$ cat src/rtl/tp_pkg.sv
package tp_pkg;

    typedef logic [1:0] step_t;

    typedef struct packed {
        logic p1;
        logic p2;
    } phase_t;

    typedef struct packed {
        logic       tbl;
        logic [3:0] p1;
        logic [3:0] p2;
    } wave_cfg_t;

    // Counter code that stands for step 0 under a given encoding
    function automatic step_t map_offset(input int unsigned sel);
        return step_t'(sel[1:0]);
    endfunction

    // Fixed nested waveform decoded straight from the counter code
    function automatic phase_t fixed_decode(input int unsigned sel, input step_t c);
        phase_t r;
        case (sel[1:0])
            2'd0: begin r.p1 = c[1] & ~c[0];    r.p2 = c[1] | c[0];    end
            2'd1: begin r.p1 = c[1] & c[0];     r.p2 = c[1] | ~c[0];   end
            2'd2: begin r.p1 = ~(c[1] | c[0]);  r.p2 = ~c[1] | c[0];   end
            default: begin r.p1 = ~c[1] & c[0]; r.p2 = ~(c[1] & c[0]); end
        endcase
        return r;
    endfunction

    function automatic logic nest_broken(input logic tbl, input logic [3:0] a, input logic [3:0] b);
        return tbl & (|(a & ~b));
    endfunction

endpackage

$ cat src/rtl/tp_prescaler.sv
module tp_prescaler #(
    parameter int unsigned DIV_W = 20
) (
    input  logic             clk,
    input  logic             rst,
    input  logic [DIV_W-1:0] reload_val,
    output logic             tick
);
    localparam logic [DIV_W-1:0] ONE = DIV_W'(1);

    logic [DIV_W-1:0] cnt;
    logic [DIV_W-1:0] eff_m1;

    // zero is treated as a divide of one
    assign eff_m1 = (reload_val == '0) ? '0 : reload_val - ONE;
    assign tick   = (cnt == '0);

    always_ff @(posedge clk) begin
        if (rst || tick) cnt <= eff_m1;
        else             cnt <= cnt - ONE;
    end

    // a divide above one never gives back-to-back ticks
    a_r2_tick_gap: assert property (@(posedge clk) disable iff (rst)
        (tick && eff_m1 != '0) |=> !tick);

    // a zero divide ticks on every clock
    a_r3_zero_div: assert property (@(posedge clk) disable iff (rst)
        (tick && reload_val == '0) |=> tick);

endmodule

$ cat src/rtl/tp_step_ctr.sv
module tp_step_ctr
    import tp_pkg::*;
#(
    parameter step_t OFFSET = 2'd0
) (
    input  logic  clk,
    input  logic  rst,
    input  logic  adv,
    output step_t code,
    output step_t slot,
    output logic  at_last
);
    always_ff @(posedge clk) begin
        if (rst)      code <= OFFSET;
        else if (adv) code <= code + step_t'(1);
    end

    assign slot    = code - OFFSET;
    assign at_last = (slot == 2'd3);

    // reset lands on the step-0 code of the chosen encoding
    a_r1_reset_slot: assert property (@(posedge clk)
        rst |=> (slot == 2'd0));

    // one step per tick, none without
    a_r2_step_adv: assert property (@(posedge clk) disable iff (rst)
        adv |=> (code == $past(code) + step_t'(1)));
    a_r2_step_hold: assert property (@(posedge clk) disable iff (rst)
        !adv |=> $stable(code));

endmodule

$ cat src/rtl/tp_phase_out.sv
module tp_phase_out
    import tp_pkg::*;
#(
    parameter int unsigned MAP_SEL = 0
) (
    input  logic      clk,
    input  logic      rst,
    input  step_t     code,
    input  step_t     slot,
    input  wave_cfg_t cfg,
    output phase_t    ph,
    output phase_t    nxt
);
    always_comb begin
        if (cfg.tbl) begin
            nxt.p1 = cfg.p1[slot];
            nxt.p2 = cfg.p2[slot];
        end else begin
            nxt = fixed_decode(MAP_SEL, code);
        end
    end

    // outputs only ever leave a flop
    always_ff @(posedge clk) begin
        if (rst) ph <= '0;
        else     ph <= nxt;
    end

    // fixed waveform keyed to the step index, whatever the encoding
    a_r4_step0_low: assert property (@(posedge clk) disable iff (rst)
        (!cfg.tbl && slot == 2'd0) |-> (!nxt.p1 && !nxt.p2));
    a_r4_step2_high: assert property (@(posedge clk) disable iff (rst)
        (!cfg.tbl && slot == 2'd2) |-> (nxt.p1 && nxt.p2));
    a_r4_guard_steps: assert property (@(posedge clk) disable iff (rst)
        (!cfg.tbl && (slot == 2'd1 || slot == 2'd3)) |-> (!nxt.p1 && nxt.p2));

endmodule

$ cat src/rtl/twophase_clkgen.sv
module twophase_clkgen
    import tp_pkg::*;
#(
    parameter int unsigned DIV_W   = 20,
    parameter int unsigned MAP_SEL = 0
) (
    input  logic             clk,
    input  logic             rst,
    input  logic [DIV_W-1:0] div_val,
    input  logic             tbl_en,
    input  logic [3:0]       pat1_in,
    input  logic [3:0]       pat2_in,
    output logic             ph1,
    output logic             ph2,
    output logic             pat_err
);
    localparam step_t START_CODE = map_offset(MAP_SEL);

    logic             tick;
    logic             at_last;
    logic             load;
    step_t            code;
    step_t            slot;
    logic [DIV_W-1:0] div_q;
    logic [DIV_W-1:0] reload_val;
    wave_cfg_t        cfg_q;
    logic             err_q;
    phase_t           ph_q;
    phase_t           dec;

    // settings are taken in reset and where step 3 ends
    assign load = rst | (tick & at_last);

    always_ff @(posedge clk) begin
        if (load) begin
            div_q     <= div_val;
            cfg_q.tbl <= tbl_en;
            cfg_q.p1  <= pat1_in;
            cfg_q.p2  <= pat2_in;
            err_q     <= nest_broken(tbl_en, pat1_in, pat2_in);
        end
    end

    // a fresh divide applies already to the step-0 that follows the load
    assign reload_val = load ? div_val : div_q;

    tp_prescaler #(.DIV_W(DIV_W)) u_pre (
        .clk        (clk),
        .rst        (rst),
        .reload_val (reload_val),
        .tick       (tick)
    );

    tp_step_ctr #(.OFFSET(START_CODE)) u_step (
        .clk     (clk),
        .rst     (rst),
        .adv     (tick),
        .code    (code),
        .slot    (slot),
        .at_last (at_last)
    );

    tp_phase_out #(.MAP_SEL(MAP_SEL)) u_out (
        .clk  (clk),
        .rst  (rst),
        .code (code),
        .slot (slot),
        .cfg  (cfg_q),
        .ph   (ph_q),
        .nxt  (dec)
    );

    assign ph1     = ph_q.p1;
    assign ph2     = ph_q.p2;
    assign pat_err = err_q;

    // active settings and flag move only on a capture
    a_r7_hold_cfg: assert property (@(posedge clk) disable iff (rst)
        !load |=> ($stable(div_q) && $stable(cfg_q) && $stable(err_q)));

    // unless flagged, phase 1 is never decoded outside phase 2
    a_r5_nesting: assert property (@(posedge clk) disable iff (rst)
        (!err_q && dec.p1) |-> dec.p2);

endmodule

$ cat config.mk
export PLATFORM = sky130hd
export DESIGN_NAME = twophase_clkgen
export DESIGN_NICKNAME = d
export VERILOG_FILES = /design/src/rtl/tp_pkg.sv /design/src/rtl/tp_prescaler.sv /design/src/rtl/tp_step_ctr.sv /design/src/rtl/tp_phase_out.sv /design/src/rtl/twophase_clkgen.sv
export SDC_FILE = /design/constraint.sdc
export NUM_CORES = 1
export LEC_CHECK = 0
export ABC_AREA = 0
export BUFFER_PORTS_ARGS = -buffer_cell sky130_fd_sc_hd__buf_4
export CORE_ASPECT_RATIO = 1.75
export CORE_MARGIN = 3
export CORE_UTILIZATION = 30
export DETAILED_ROUTE_END_ITERATION = 7
export RECOVER_POWER = 25
export SYNTH_ARGS = -nofsm -noshare
export SYNTH_HDL_FRONTEND = slang
export SYNTH_SLANG_ARGS = --single-unit
$ cat constraint.sdc
create_clock -name clk -period 5.1 [get_ports clk]
set_input_delay 1.275 -clock clk [delete_from_list [all_inputs] [get_ports clk]]
set_output_delay 1.275 -clock clk [all_outputs]
set_load 0.02 [all_outputs]
After elaboration in Yosys (flattened, before gate mapping)
Index checks and enable logic that the tools add are counted.
Storage, ports and cells
  output and inout bits: 3
  bits in writable memories: 0
  bits in read-only memories: 0
  word-level logic and storage cells: 34
  memories: 0
  register bits after elaboration: 54
  bits of input ports: 31
  bits in latches: 0
Operators by class
  bitwise logic cells: 8
  mux-type cells: 8
  divide/modulo/power cells: 0
  add/subtract/negate cells: 3
  multipliers: 0
  order comparisons: 1
  shifts and indexed selects: 0
  equal/unequal tests: 1
  reduce and logical (&&, ||, !) cells: 4
Operator list (number)
  $mux 20: 3
  $logic_not 20->1: 2
  $sub 20x1->20 const B: 2
  $and 4x4->4: 1
  $bmux 1 s2: 2
  $not 4->4: 1
  $reduce_or 4->1: 1
  $and 1x1->1: 3
  $lt 2x3->1 const B: 1
  $add 2x1->2 const B: 1
  $eq 2x2->1 const B: 1
  $mux 1: 2
  $mux 2: 1
  $or 1x1->1: 2
  $logic_or 1x1->1: 1
  $not 1->1: 1

Longest topological paths before layout
  depth after elaboration: 7
  gate-level depth with buffers: 17
  mapped depth without buffers: 13

Hierarchy
From an unflattened synthesis, not the netlist that was laid out.
Second synthesis, totals
  cells, all modules: 257
  area, all modules: 2656.3 um^2
Modules (own cells, without submodules)
  tp_prescaler: cells an instance 174, instances 1, seq. area each 400.4 um^2, area an instance 1428.9 um^2
  twophase_clkgen: cells an instance 59, instances 1, seq. area each 700.7 um^2, area an instance 997.2 um^2
  tp_phase_out: cells an instance 15, instances 1, seq. area each 40.0 um^2, area an instance 136.4 um^2
  tp_step_ctr: cells an instance 9, instances 1, seq. area each 40.0 um^2, area an instance 93.8 um^2

Worst setup path after synthesis
OpenSTA, ideal clock, no wires.
  kind: input to register
  from: in rst
  to: reg u_pre.cnt[18]
  buffers on the path: 3
  arrival time: 3474 ps
  path slack: 1486 ps
  stages on the path: 11
  data required time: 4960 ps
  library setup time: 140 ps
  cells stage by stage: a41oi_4 buf_2 buf_2 mux2i_1 ha_1 clkbuf_1 inv_1 or3_1 xnor2_1 mux2i_1 o22ai_2
On the way
  word-level cells in the longest chain between the ends: 5
  elaborated cells on any way between the ends: 7
  those cells by class: add/sub: 1; mux: 3; bitwise: 1; reduce/logical: 2
RTL lines
  from (decl): RTL line twophase_clkgen.sv:8  | input logic rst,
  $or 1x1->1: RTL line twophase_clkgen.sv:32  | assign load = rst | (tick & at_last);
  $mux 20
  $sub 20x1->20 or $logic_not 20->1 (tied branches): RTL line tp_prescaler.sv:15  | assign eff_m1 = (reload_val == '0) ? '0 : reload_val - ONE;
  $mux 20: RTL line tp_prescaler.sv:15
  $mux 20 *: RTL line tp_prescaler.sv:19  | if (rst || tick) cnt <= eff_m1;
  to (signal assigned): RTL line tp_prescaler.sv:19
  to (signal assigned): RTL line tp_prescaler.sv:20  | else cnt <= cnt - ONE;
  to (decl): RTL line tp_prescaler.sv:11  | logic [DIV_W-1:0] cnt;
Mark *: on every way between the ends. The rest lies on a longest branch, timed or not.
A chain may end at the register's enable or synchronous reset.

Worst setup path in the final report
Ends and elaborated chain as after synthesis.

==> flow_summary.ini <==
[clock_tree]
clk_latency_ps = 300
root_buffer = clkbuf_16
post_cts_resized = 0
post_cts_buffers = 0
hold_buffers = 0
path_clk_slew_ps = 70
h-tree-depth = 2
max-clock-path-buffers = 2
cts_buffers = 5
cts_tree = yes
clkSinkCount = 54

[logic_synthesis]
yosysTopAreaCellShare = 0.2858
async_flop_share = 0
synth.area.top_cells = dfxtp_1, edfxtp_1, xor2_1
netlist_instances = 303
syn-num-nets = 340
synth_most_common_cell = dfxtp_1
synth_fa_ha_area_frac = 0.02436
seq_area_frac_synth = 0.3833
avgSynthCellArea_um2 = 10.17
synth-compound-area-share = 0.09907
synth_top_area_cell = dfxtp_1
muxShareOfSynthArea = 0.1490
ys_top_cells_by_count = dfxtp_1, xor2_1, nor3_1
synthFlopType = dfxtp_1
synth_top_family_by_area = simple AND/OR/NAND/NOR gates
ys_seq_elements = 54
synth_xor_area_frac = 0.1165
yosys_warnings = 0
ys_types = 52
synth_enable_flop_cells = 10
synth-simple-area-share = 0.1908
syn_area_um2 = 3082

[placement]
dp_cells = 451
gp_congestion = 0.8448
io_buffer_count = 33
dp_hpwl_um = 5563
dpl-instance-area_um2 = 3428

[setup_path]
path_common_cell = mux2i_1
slowest_stage = a41oi_4
cp_slowest_stage_delay_ps = 460
crit_path_end_kind = register
critPathLaunch = rst
setup.worst_path.start_class = primary input
path_cells = buf_4, a41oi_4, mux2i_1, ha_1, inv_1, or3_1, xnor2_1, mux2i_1, o22ai_2
cp_data_required_time_ps = 5270
path_delay_family = multiplexers
path_max_fanout = 12
worst-path-buf-inv = 2
worstSetupPathType = in -> reg
crit_arrival_ps = 3680
reg2reg_from = u_pre.cnt[0]$_DFF_P_

[global_route]
grt_pass1_vias = 2346
antenna_found_initial = 0
grt-ovfl-total = 0
grt_use_met3 = 0.02188
use_met1 = 0.1305
grt_util_met2 = 0.2365
grt_pass1_wl_um = 11320
top_usage_layer = met2
grtUsageTotal = 0.1291
grt_max_degree = 28

[detailed_routing]
via_per_inst = 5.000
routed_wl_um = 6974
ant_nets = 0
drt-initial-drc-count = 111
vias = 2295
dr.pass1.iters = 4
avgRoutedWirePerCell_um = 15.19
drc = 0

[sta]
maxSlewHeadroom = 0.4987
report.final.slew_viol_count = 0
skew_ps = 10.29
period_minus_slack_ps = 3516
finalCritPeriodShare = 0.6894
setup_tns_ps = 0
rsz0062_at_grt = no
final_hold_viol_count = 0
setup_violations = 0
worst_pin_slew_ps = 745.1
clock.fmax_mhz = 284.4

[floorplanning]
start_util = 0.3091
rows = 48
die_w_um = 82.62
fp.dieH_um = 140.1
die_area_um2 = 11570
coreArea_um2 = 9970
io_pins = 34

[layout]
syn_to_final_growth_pct = 15.47
antenna_cells = 0
finalInstanceArea_um2 = 3558
fin_cells = 459
drive_gt1_frac = 0.2305
finish.net_count = 370

[power_and_ir_drop]
power.leakage_nw = 1.336
cellPowerDensity_nw_per_um2 = 302.0
ir_drop_uv = 153.3

[flow_run]
cap_violations = 0

[worst_hold_path]
min_path_type = reg -> reg
hp-start = u_pre.cnt[0]$_DFF_P_

[status]
outcome = complete, no violations
## cells in the final DEF (no fill, tap or decap), drive strengths merged, types with 2 or more instances in the layout
cell	synthesis	layout
a21o	2	2
a21oi	2	2
a31o	3	3
buf	7	23
clkbuf	4	16
clkinv	1	2
dfxtp	44	44
edfxtp	10	10
ha	6	6
inv	12	13
mux2	19	19
mux2i	18	18
mux4	2	2
nand2	9	9
nand2b	2	2
nand3	12	12
nand3b	3	3
nand4b	2	2
nor2	17	17
nor2b	2	2
nor3	18	18
nor3b	3	3
nor4	12	12
o21ai	9	9
o22ai	13	13
o31ai	2	2
or2	5	5
or3	8	8
or4	4	4
xnor2	16	16
xor2	25	25
## layout make-up
cell class                      count  area, µm²
Tap cell                          125      156.4
Clock inverter                      3      20.02
Sequential cell                    54       1181
Fill cell                        1031       6411
Multi-Input combinational cell    225       1787
Clock buffer                        5      125.1
Inverter                           13      48.80
Timing Repair Buffer               34      240.2
## worst reg2reg max path: stages (launching register included)
cell and delay (ps):
dfxtp_1 350, inv_1 50, ha_1 210, nor2b_1 180
and4b_1 290, a41oi_4 480, mux2i_1 440, ha_1 390
inv_1 160, or3_1 400, xnor2_1 130, mux2i_1 170
o22ai_2 110
## metal layers
layer  part of all wire  wire [µm]  vias up
li1                   -          -     1167
met1               0.37       2604     1078
met2               0.56       3895       32
met3              0.022        151       18
met4              0.046        323        0
met5                  0          0        -
## sequential cells by signal (all words and copies together), names as in the netlist
signal	count
cfg_q	9
div_q	20
pat_err	1
u_step.code	2
u_pre.cnt	20
u_out.ph	2
## worst paths after layout
path	to	slack, ps	depth (start not counted)
max	u_pre.cnt[18]$_DFF_P_	1580	9
min	u_pre.cnt[0]$_DFF_P_	500	1
max reg2reg	u_pre.cnt[18]$_DFF_P_	1610	12
min reg2reg	u_pre.cnt[0]$_DFF_P_	500	1
## report_power, final
group	leakage, nW	total, mW	switching [mW]	internal [mW]
Combinational	0.801	0.202	0.100	0.101
Clock	0.0679	0.344	0.162	0.182
Sequential	0.467	0.529	0.0425	0.487
Total	1.34	1.07	0.304	0.770
## logic make-up after synthesis
kind of cell,count (synthesis)
AOI/OAI and AO/OA,36
and+or+nand+nor,103
muxes,39
adders and majority gates,6
buffers and inverters,24
xor gates and xnor gates,41
DFF,54
## metrics by stage
| stage | hold WS [ps] | setup WS (ps) | utilization | power, mW |
|---|---|---|---|---|
| 2_1_floorplan | 449.7 | 1486 | - | 0.6752 |
| 3_3_place_gp | 477.3 | 1368 | 0.3439 | 0.7382 |
| 3_5_place_dp | 495.9 | 1256 | 0.3439 | 0.7414 |
| 4_1_cts | 509.4 | 1564 | 0.3584 | 1.084 |
| 5_1_grt | 520.9 | 1382 | 0.3569 | 1.127 |
| 6_report | 498.3 | 1584 | 0.3569 | 1.075 |
Note: power is estimated with default switching activity, not from simulation.
